**src/rtl/pptm_pkg.sv**
```systemverilog
package pptm_pkg;

  // operand count remaining after lvl pairwise tree levels
  function automatic int ops_at(input int n, input int lvl);
    int c;
    c = n;
    for (int i = 0; i < lvl; i++) c = (c + 1) / 2;
    return c;
  endfunction

endpackage

```
**src/rtl/pptm_in_stage.sv**
```systemverilog
module pptm_in_stage #(
  parameter int A_W = 8,
  parameter int B_W = 6
) (
  input  logic           clk,
  input  logic           signed_mode,
  input  logic [A_W-1:0] a_in,
  input  logic [B_W-1:0] b_in,
  output logic           mode_q,
  output logic [A_W-1:0] a_q,
  output logic [B_W-1:0] b_q
);
  // data registers carry no reset; only the valid line is cleared
  always_ff @(posedge clk) begin
    mode_q <= signed_mode;
    a_q    <= a_in;
    b_q    <= b_in;
  end
endmodule

```
**src/rtl/pptm_pp_gen.sv**
```systemverilog
module pptm_pp_gen #(
  parameter int A_W = 8,
  parameter int B_W = 6,
  localparam int P_W = A_W + B_W
) (
  input  logic                    clk,
  input  logic                    mode_i,
  input  logic [A_W-1:0]          a_i,
  input  logic [B_W-1:0]          b_i,
  output logic [B_W-1:0][P_W-1:0] pp_q
);
  logic [P_W-1:0] ext_a;

  // sign-extend the multiplicand in signed mode, zero-extend otherwise
  assign ext_a = {{B_W{mode_i & a_i[A_W-1]}}, a_i};

  for (genvar i = 0; i < B_W; i++) begin : g_row
    localparam bit IS_TOP = (i == B_W - 1);
    logic [P_W-1:0] shifted;
    assign shifted = b_i[i] ? (ext_a << i) : '0;
    if (IS_TOP) begin : g_top
      // top multiplier bit has negative weight in two's complement
      always_ff @(posedge clk)
        pp_q[i] <= mode_i ? (~shifted + 1'b1) : shifted;
    end else begin : g_plain
      always_ff @(posedge clk)
        pp_q[i] <= shifted;
    end
  end
endmodule

```
**src/rtl/pptm_tree_level.sv**
```systemverilog
module pptm_tree_level #(
  parameter int P_W = 14,
  parameter int CIN = 6,
  localparam int COUT = (CIN + 1) / 2
) (
  input  logic                     clk,
  input  logic [CIN-1:0][P_W-1:0]  ops_i,
  output logic [COUT-1:0][P_W-1:0] ops_o
);
  for (genvar j = 0; j < COUT; j++) begin : g_node
    if (2 * j + 1 < CIN) begin : g_add
      always_ff @(posedge clk)
        ops_o[j] <= ops_i[2*j] + ops_i[2*j+1];
    end else begin : g_pass
      // unpaired operand of an odd-sized level
      always_ff @(posedge clk)
        ops_o[j] <= ops_i[2*j];
    end
  end
endmodule

```
**src/rtl/pptm_valid_pipe.sv**
```systemverilog
module pptm_valid_pipe #(
  parameter int DEPTH = 5
) (
  input  logic clk,
  input  logic rst,
  input  logic vld_i,
  output logic vld_o
);
  logic [DEPTH-1:0] sh_q;

  always_ff @(posedge clk) begin
    if (rst) sh_q <= '0;
    else if (DEPTH == 1) sh_q <= vld_i;
    else sh_q <= {sh_q[DEPTH-2:0], vld_i};
  end

  assign vld_o = sh_q[DEPTH-1];
endmodule

```
**src/rtl/pptm_mul.sv**
```systemverilog
module pptm_mul #(
  parameter int A_W = 8,
  parameter int B_W = 6,
  localparam int P_W    = A_W + B_W,
  localparam int LEVELS = $clog2(B_W),
  localparam int LAT    = LEVELS + 2
) (
  input  logic           clk,
  input  logic           rst,
  input  logic           in_valid,
  input  logic           signed_mode,
  input  logic [A_W-1:0] a_in,
  input  logic [B_W-1:0] b_in,
  output logic           out_valid,
  output logic [P_W-1:0] product
);
  logic                    mode_q;
  logic [A_W-1:0]          a_q;
  logic [B_W-1:0]          b_q;
  logic [B_W-1:0][P_W-1:0] pp_q;

  pptm_in_stage #(.A_W(A_W), .B_W(B_W)) in_i (
    .clk(clk), .signed_mode(signed_mode), .a_in(a_in), .b_in(b_in),
    .mode_q(mode_q), .a_q(a_q), .b_q(b_q)
  );

  pptm_pp_gen #(.A_W(A_W), .B_W(B_W)) pp_i (
    .clk(clk), .mode_i(mode_q), .a_i(a_q), .b_i(b_q), .pp_q(pp_q)
  );

  for (genvar l = 0; l <= LEVELS; l++) begin : lv
    localparam int CNT = pptm_pkg::ops_at(B_W, l);
    logic [CNT-1:0][P_W-1:0] ops;
    if (l == 0) begin : g_src
      assign ops = pp_q;
    end else begin : g_sum
      pptm_tree_level #(.P_W(P_W), .CIN(pptm_pkg::ops_at(B_W, l - 1))) lvl_i (
        .clk(clk), .ops_i(lv[l-1].ops), .ops_o(ops)
      );
    end
  end

  assign product = lv[LEVELS].ops[0];

  pptm_valid_pipe #(.DEPTH(LAT)) vp_i (
    .clk(clk), .rst(rst), .vld_i(in_valid), .vld_o(out_valid)
  );
endmodule

```
**config.mk**
```make
export PLATFORM = sky130hd
export DESIGN_NAME = pptm_mul
export DESIGN_NICKNAME = d
export VERILOG_FILES = /design/src/rtl/pptm_pkg.sv /design/src/rtl/pptm_in_stage.sv /design/src/rtl/pptm_pp_gen.sv /design/src/rtl/pptm_tree_level.sv /design/src/rtl/pptm_valid_pipe.sv /design/src/rtl/pptm_mul.sv
export SDC_FILE = /design/constraint.sdc
export NUM_CORES = 1
export LEC_CHECK = 0
export BUFFER_PORTS_ARGS = -buffer_cell sky130_fd_sc_hd__buf_2
export CAP_MARGIN = 25
export CORE_MARGIN = 2
export CORE_UTILIZATION = 55
export DETAILED_ROUTE_END_ITERATION = 6
export HOLD_SLACK_MARGIN = 0.06
export PLACE_DENSITY_LB_ADDON = 0.12
export SETUP_SLACK_MARGIN = 0.15
export SYNTH_ARGS = -nofsm -noshare
export SYNTH_HDL_FRONTEND = slang
export SYNTH_SLANG_ARGS = --single-unit
```
**constraint.sdc**
```tcl
create_clock -name clk -period 2.1 [get_ports clk]
set_input_delay 0.315 -clock clk [delete_from_list [all_inputs] [get_ports clk]]
set_output_delay 0.315 -clock clk [all_outputs]
set_load 0.03 [all_outputs]
```
* Yosys cells after proc, flatten, opt, wreduce, memory -nomap -nowiden *
Index checks and enable logic that the tools add are counted.
W data, S select, Z words.

cells by class
  bitwise logic cells = 2
  multiplexer cells = 2
  add/subtract/negate cells = 6

operator list
  operator                 count
  $add A14 B14 Y14         3
  $mux W14                 2
  $add A14 B1 Y14 const B  1
  $not A14 Y14             1
  $add A11 B12 Y13         1
  $add A9 B10 Y11          1
  $and A1 B1 Y1            1

storage, ports and cells
  output and inout port bits = 15
  register bits = 173
  logic and storage cells = 30
  input port bits = 18

* Logic depth before layout (Yosys ltp) *
  word-level depth = 5
  depth in mapped cells = 8
  mapped depth without buffers = 8

* Hierarchy *
Synthesis repeated with hierarchy kept, for this count alone.

second synthesis, totals
  cells, all modules = 696
  area total of the unflattened synthesis = 7051.8 um^2

modules (own cells, without submodules)
  module                                seq. area each (um^2)  area an instance (um^2)  cells each  times used
  pptm_tree_level at lv[1].g_sum.lvl_i  840.8                  2631.3                   278         1
  pptm_pp_gen                           1081.0                 1849.3                   171         1
  pptm_tree_level at lv[2].g_sum.lvl_i  560.5                  1209.9                   118         1
  pptm_tree_level at lv[3].g_sum.lvl_i  280.3                  929.6                    104         1
  pptm_in_stage                         300.3                  300.3                    15          1
  pptm_valid_pipe                       100.1                  131.4                    10          1

* Least setup slack after synthesis *
OpenSTA, ideal clock, no wires.

  path kind = reg-to-reg
  start = register lv[1].g_sum.lvl_i.ops_o[2] (netlist bit)
  end = register lv[2].g_sum.lvl_i.ops_o[10] (netlist bit)
  buffers on the path = 0
  library setup time = 0.072 ns
  clock period less this slack = 1.787 ns
  arrival = 1.715 ns
  stages on the path, launching flop included = 8
  required time = 2.028 ns
  slack = 0.313 ns
  cells stage by stage = dfxtp_1 -> ha_1 -> fa_1 -> a211oi_1 -> o21ai_1 -> a31o_1 -> a21oi_1 -> xnor2_1

on the way
  cells in the longest elaborated chain, start to end = 1

ends and longest elaborated chain
  item                             line                   source
  start, declared                  pptm_tree_level.sv:8   output logic [COUT-1:0][P_W-1:0] ops_o
  start signal, assigned by index  pptm_tree_level.sv:13  ops_o[j] <= ops_i[2*j] + ops_i[2*j+1];
  $add A14 B14 Y14                 pptm_tree_level.sv:13
  end signal, assigned by index    pptm_tree_level.sv:13
  end, declared                    pptm_tree_level.sv:8

Every way passes these cells.
A chain may end at the register's enable or synchronous reset.

* Final worst setup path *
Ends and elaborated chain as after synthesis.

==> results by group <==
Setup path
  • Crit. End Element: flop
  • Crit path max-delay cell type: fa_2
  • Critical path cell sequence: ha_1 > fa_2 > a211oi_2 > o21ai_1 > a31o_1 > a21oi_1 > xnor2_1
  • R2R depth: 7
  • Req. time, crit path: 2.53 ns
  • Critical path arrival: 2.30 ns
  • WS Path Type: reg -> reg
  • Worst-path maximum fanout: 3
  • Crit start category: flop
  • FF-to-FF setup slack: 0.23 ns
  • CP peak stage delay: 0.38 ns

Logic synthesis
  • Yosys cell types: 45
  • Post-synth net total: 547
  • Post-Syn Area: 0.005318 mm2
  • Avg Synthesized Cell Area: 11.15 um2
  • Post-synth top flop: dfxtp_1
  • Seq/Total Area, Yosys: 54.21%
  • Post-Syn Instances: 477
  • Post-synthesis register bit count: 144
  • YS warnings: 0
  • Async SR Flop Fraction: 0%
  • Post-synth EDFFs: 0

Final layout
  • Storage cell area: 0.002883 mm2
  • Fin nets: 615
  • Fillers: 724
  • Non-filler cells, final: 687
  • Area of the multi-input gates: 0.002338 mm2
  • Syn-to-layout area delta: 20.87%
  • Layout cells sized above 1: 13.80%
  • Diodes inserted: 0

GRT
  • Total GRT Usage: 18.63%
  • GRT overflow: 0
  • Global-route wire length before repair: 14790 um
  • Pin count of the biggest net entering global routing: 17
  • Number of global-route vias before repair: 3317
  • Initial antenna violation count: 0

Clocking
  • Total clock sinks: 144
  • CTS tree: built
  • Clk root buf: clkbuf_8
  • Post-CTS Setup Inserts: 0
  • CTS HTree Levels: 4
  • TritonCTS Buffers: 17
  • Clock buffer depth: 2
  • Reg clk slew, reported paths: 0.06 ns
  • Clk_lat worst skew: 0.51 ns

Run status
  • Status: finished clean

Power
  • Leak Pwr: 2.910 nW
  • Worst VDD drop: 0.7268 mV
  • PwrDens: 1229 mW/mm2

Drt
  • Final WL: 8902 um
  • DRT Pass-1 Iters: 4
  • Remaining antenna violation count: 0
  • First DRT Iteration DRCs: 80
  • Post-route DRC: 0
  • Vias per inst: 4.951
  • Wirelength per Cell: 12.96 um
  • Vias post-DR: 3401

Die
  • Std-Cell Rows: 35
  • Core ar.: 0.009328 mm2
  • Initial Utilization: 57.01%
  • Die extent in x: 102.3 um
  • Die span in y: 102.3 um
  • Num ports: 33
  • Die Area: 0.01047 mm2

Timing
  • Final Hold Slack: 0.3211 ns
  • RSZ-0062 raised after global routing: false
  • Fin crit share: 88.86%
  • Final setup skew: 0.006555 ns
  • Fmax: 535.9 MHz
  • Setup-failing EPs final: 0
  • Fin crit period: 1.866 ns
  • Slew of the pin with the lowest slew margin: 0.5050 ns
  • Slew margin rel.: 66.29%
  • Setup TNS: 0 ns
  • Final Hold Viols: 0
  • Max Slew Vio Count: 0

Place
  • Port buffer count: 32
  • GP Congestion: 0.8294
  • Dpl cells: 637
  • Dpl hpwl: 6141 um

Worst hold path
  • Min-delay worst type: reg -> reg
  • Worst hold stages: 0

Job
  • # Max-Cap Violations: 0
-- cell usage after synthesis (2+ instances only) --
cell       count  area, um2
a211oi_1       3      22.52
a21o_1         9      67.56
a21oi_1       20      100.1
a221oi_1       2      17.52
a31o_1         2      17.52
a31oi_1        7      43.79
and2_1        40      250.2
and2_2         5      37.54
and3_1        12      75.07
buf_6          2      22.52
clkbuf_1       2      7.510
dfxtp_1      144       2883
fa_1           5      100.1
ha_1          47      588.1
inv_1         23      86.33
nand2_1       25      93.84
nand3_1        9      45.04
nor2_1        21      78.83
nor2b_1       10      62.56
nor3_1         4      20.02
o2111ai_1      4      35.03
o211ai_1       2      15.01
o21a_1         4      30.03
o21ai_0        8      40.04
o21ai_1        3      15.01
o21bai_1       2      15.01
o22ai_1        3      18.77
xnor2_1       33      289.0
xor2_1        10      87.58
-- per-layer routing --
layer	vias up	global-route usage [%]	wire, um
met5	-	0	0
met4	0	8.103	206
met3	18	4.925	245
met2	63	31.98	4335
met1	1555	22.01	4116
li1	1765	-	-
-- logic make-up (layout without fill, tap and decap cells) --
kind of cell	Yosys count	in the layout	share of synthesized area (%)
xor+xnor	43	43	7.082
flops	144	144	54.21
compound gates	77	77	9.953
fa+ha+maj	52	52	12.94
simple gates	134	134	13.62
buf+inv	27	108	2.188
-- repair_timing --
| action | in CTS | in global routing |
|---|---|---|
| endpoints found under the setup margin | 1 | 2 |
| hold buffers | 18 | 0 |
| pin swaps | 0 | 1 |
| hold endpoints to repair | 20 | 0 |
| resized for setup | 1 | 2 |
-- report_power, final --
part           switching (W)  internal (W)  total (W)
combinational       0.000923      0.000717    0.00164
clock                0.00109       0.00185    0.00293
sequential          0.000160       0.00317    0.00333
-- flip-flops by register name, summed over array words and instances (netlist names) --
| name | flops |
|---|---|
| vp_i.sh_q | 5 |
| in_i.a_q | 8 |
| lv.g_sum.lvl_i.ops_o | 70 |
| pp_i.pp_q | 54 |
| in_i.mode_q | 1 |
| in_i.b_q | 6 |
-- critical path: cells and delay by family, from the launching register on --
| kind | cells | cell delay (ns) |
|---|---|---|
| AOI/OAI and AO/OA | 4 | 0.75 |
| xor gates and xnor gates | 1 | 0.13 |
| adders and majority gates | 2 | 0.61 |
| DFF | 1 | 0.30 |
-- per-stage QoR --
step | worst slack, ns | instance area (um2) | total power (W) | util [%]
5_1_grt | 0.1670 | 6427 | 0.008320 | 68.91
2_1_floorplan | 0.3130 | 5318 | 0.004585 | -
6_report | 0.2340 | 6427 | 0.007897 | 68.91
4_1_cts | 0.2001 | 6410 | 0.007940 | 68.72
3_3_place_gp | 0.2152 | 5632 | 0.004903 | 60.38
3_5_place_dp | 0.1612 | 5632 | 0.004952 | 60.38
-- final timing paths --
path	start	endpoint
setup / recovery	lv[1].g_sum.lvl_i.ops_o[2]	lv[2].g_sum.lvl_i.ops_o[10]
hold / removal	lv[1].g_sum.lvl_i.ops_o[36]	lv[2].g_sum.lvl_i.ops_o[22]
setup reg to reg	lv[1].g_sum.lvl_i.ops_o[2]	lv[2].g_sum.lvl_i.ops_o[10]
hold reg to reg	lv[1].g_sum.lvl_i.ops_o[36]	lv[2].g_sum.lvl_i.ops_o[22]
-- final cells by class --
cell class | instances | area share (%)
Timing Repair Buffer | 53 | 5.645
Clock inverter | 12 | 2.492
Tap cell | 129 | 2.511
Inverter | 23 | 1.343
Clock buffer | 20 | 6.774
Multi-Input combinational cell | 306 | 36.38
Sequential cell | 144 | 44.85
-- cells in the final DEF, fill, tap and decap left out, types with 3 or more instances in the layout --
master         count
and2_1            40
nand2_1           25
a21o_1             9
clkbuf_16         16
nor2_1            21
nor2b_1           10
and3_1            12
o2111ai_1          4
o21ai_1            3
xnor2_1           33
clkinv_4           3
inv_1             23
fa_1               4
a31oi_1            7
and2_2             5
bufinv_16          3
dfxtp_1          144
a21oi_1           20
dlygate4sd3_1     18
o22ai_1            3
nand3_1            9
buf_4              3
ha_1              47
nor3_1             4
clkinvlp_4         4
xor2_1            10
buf_2             32
o21ai_0            8
o21a_1             4
Note: power is estimated with default switching activity, not from simulation.
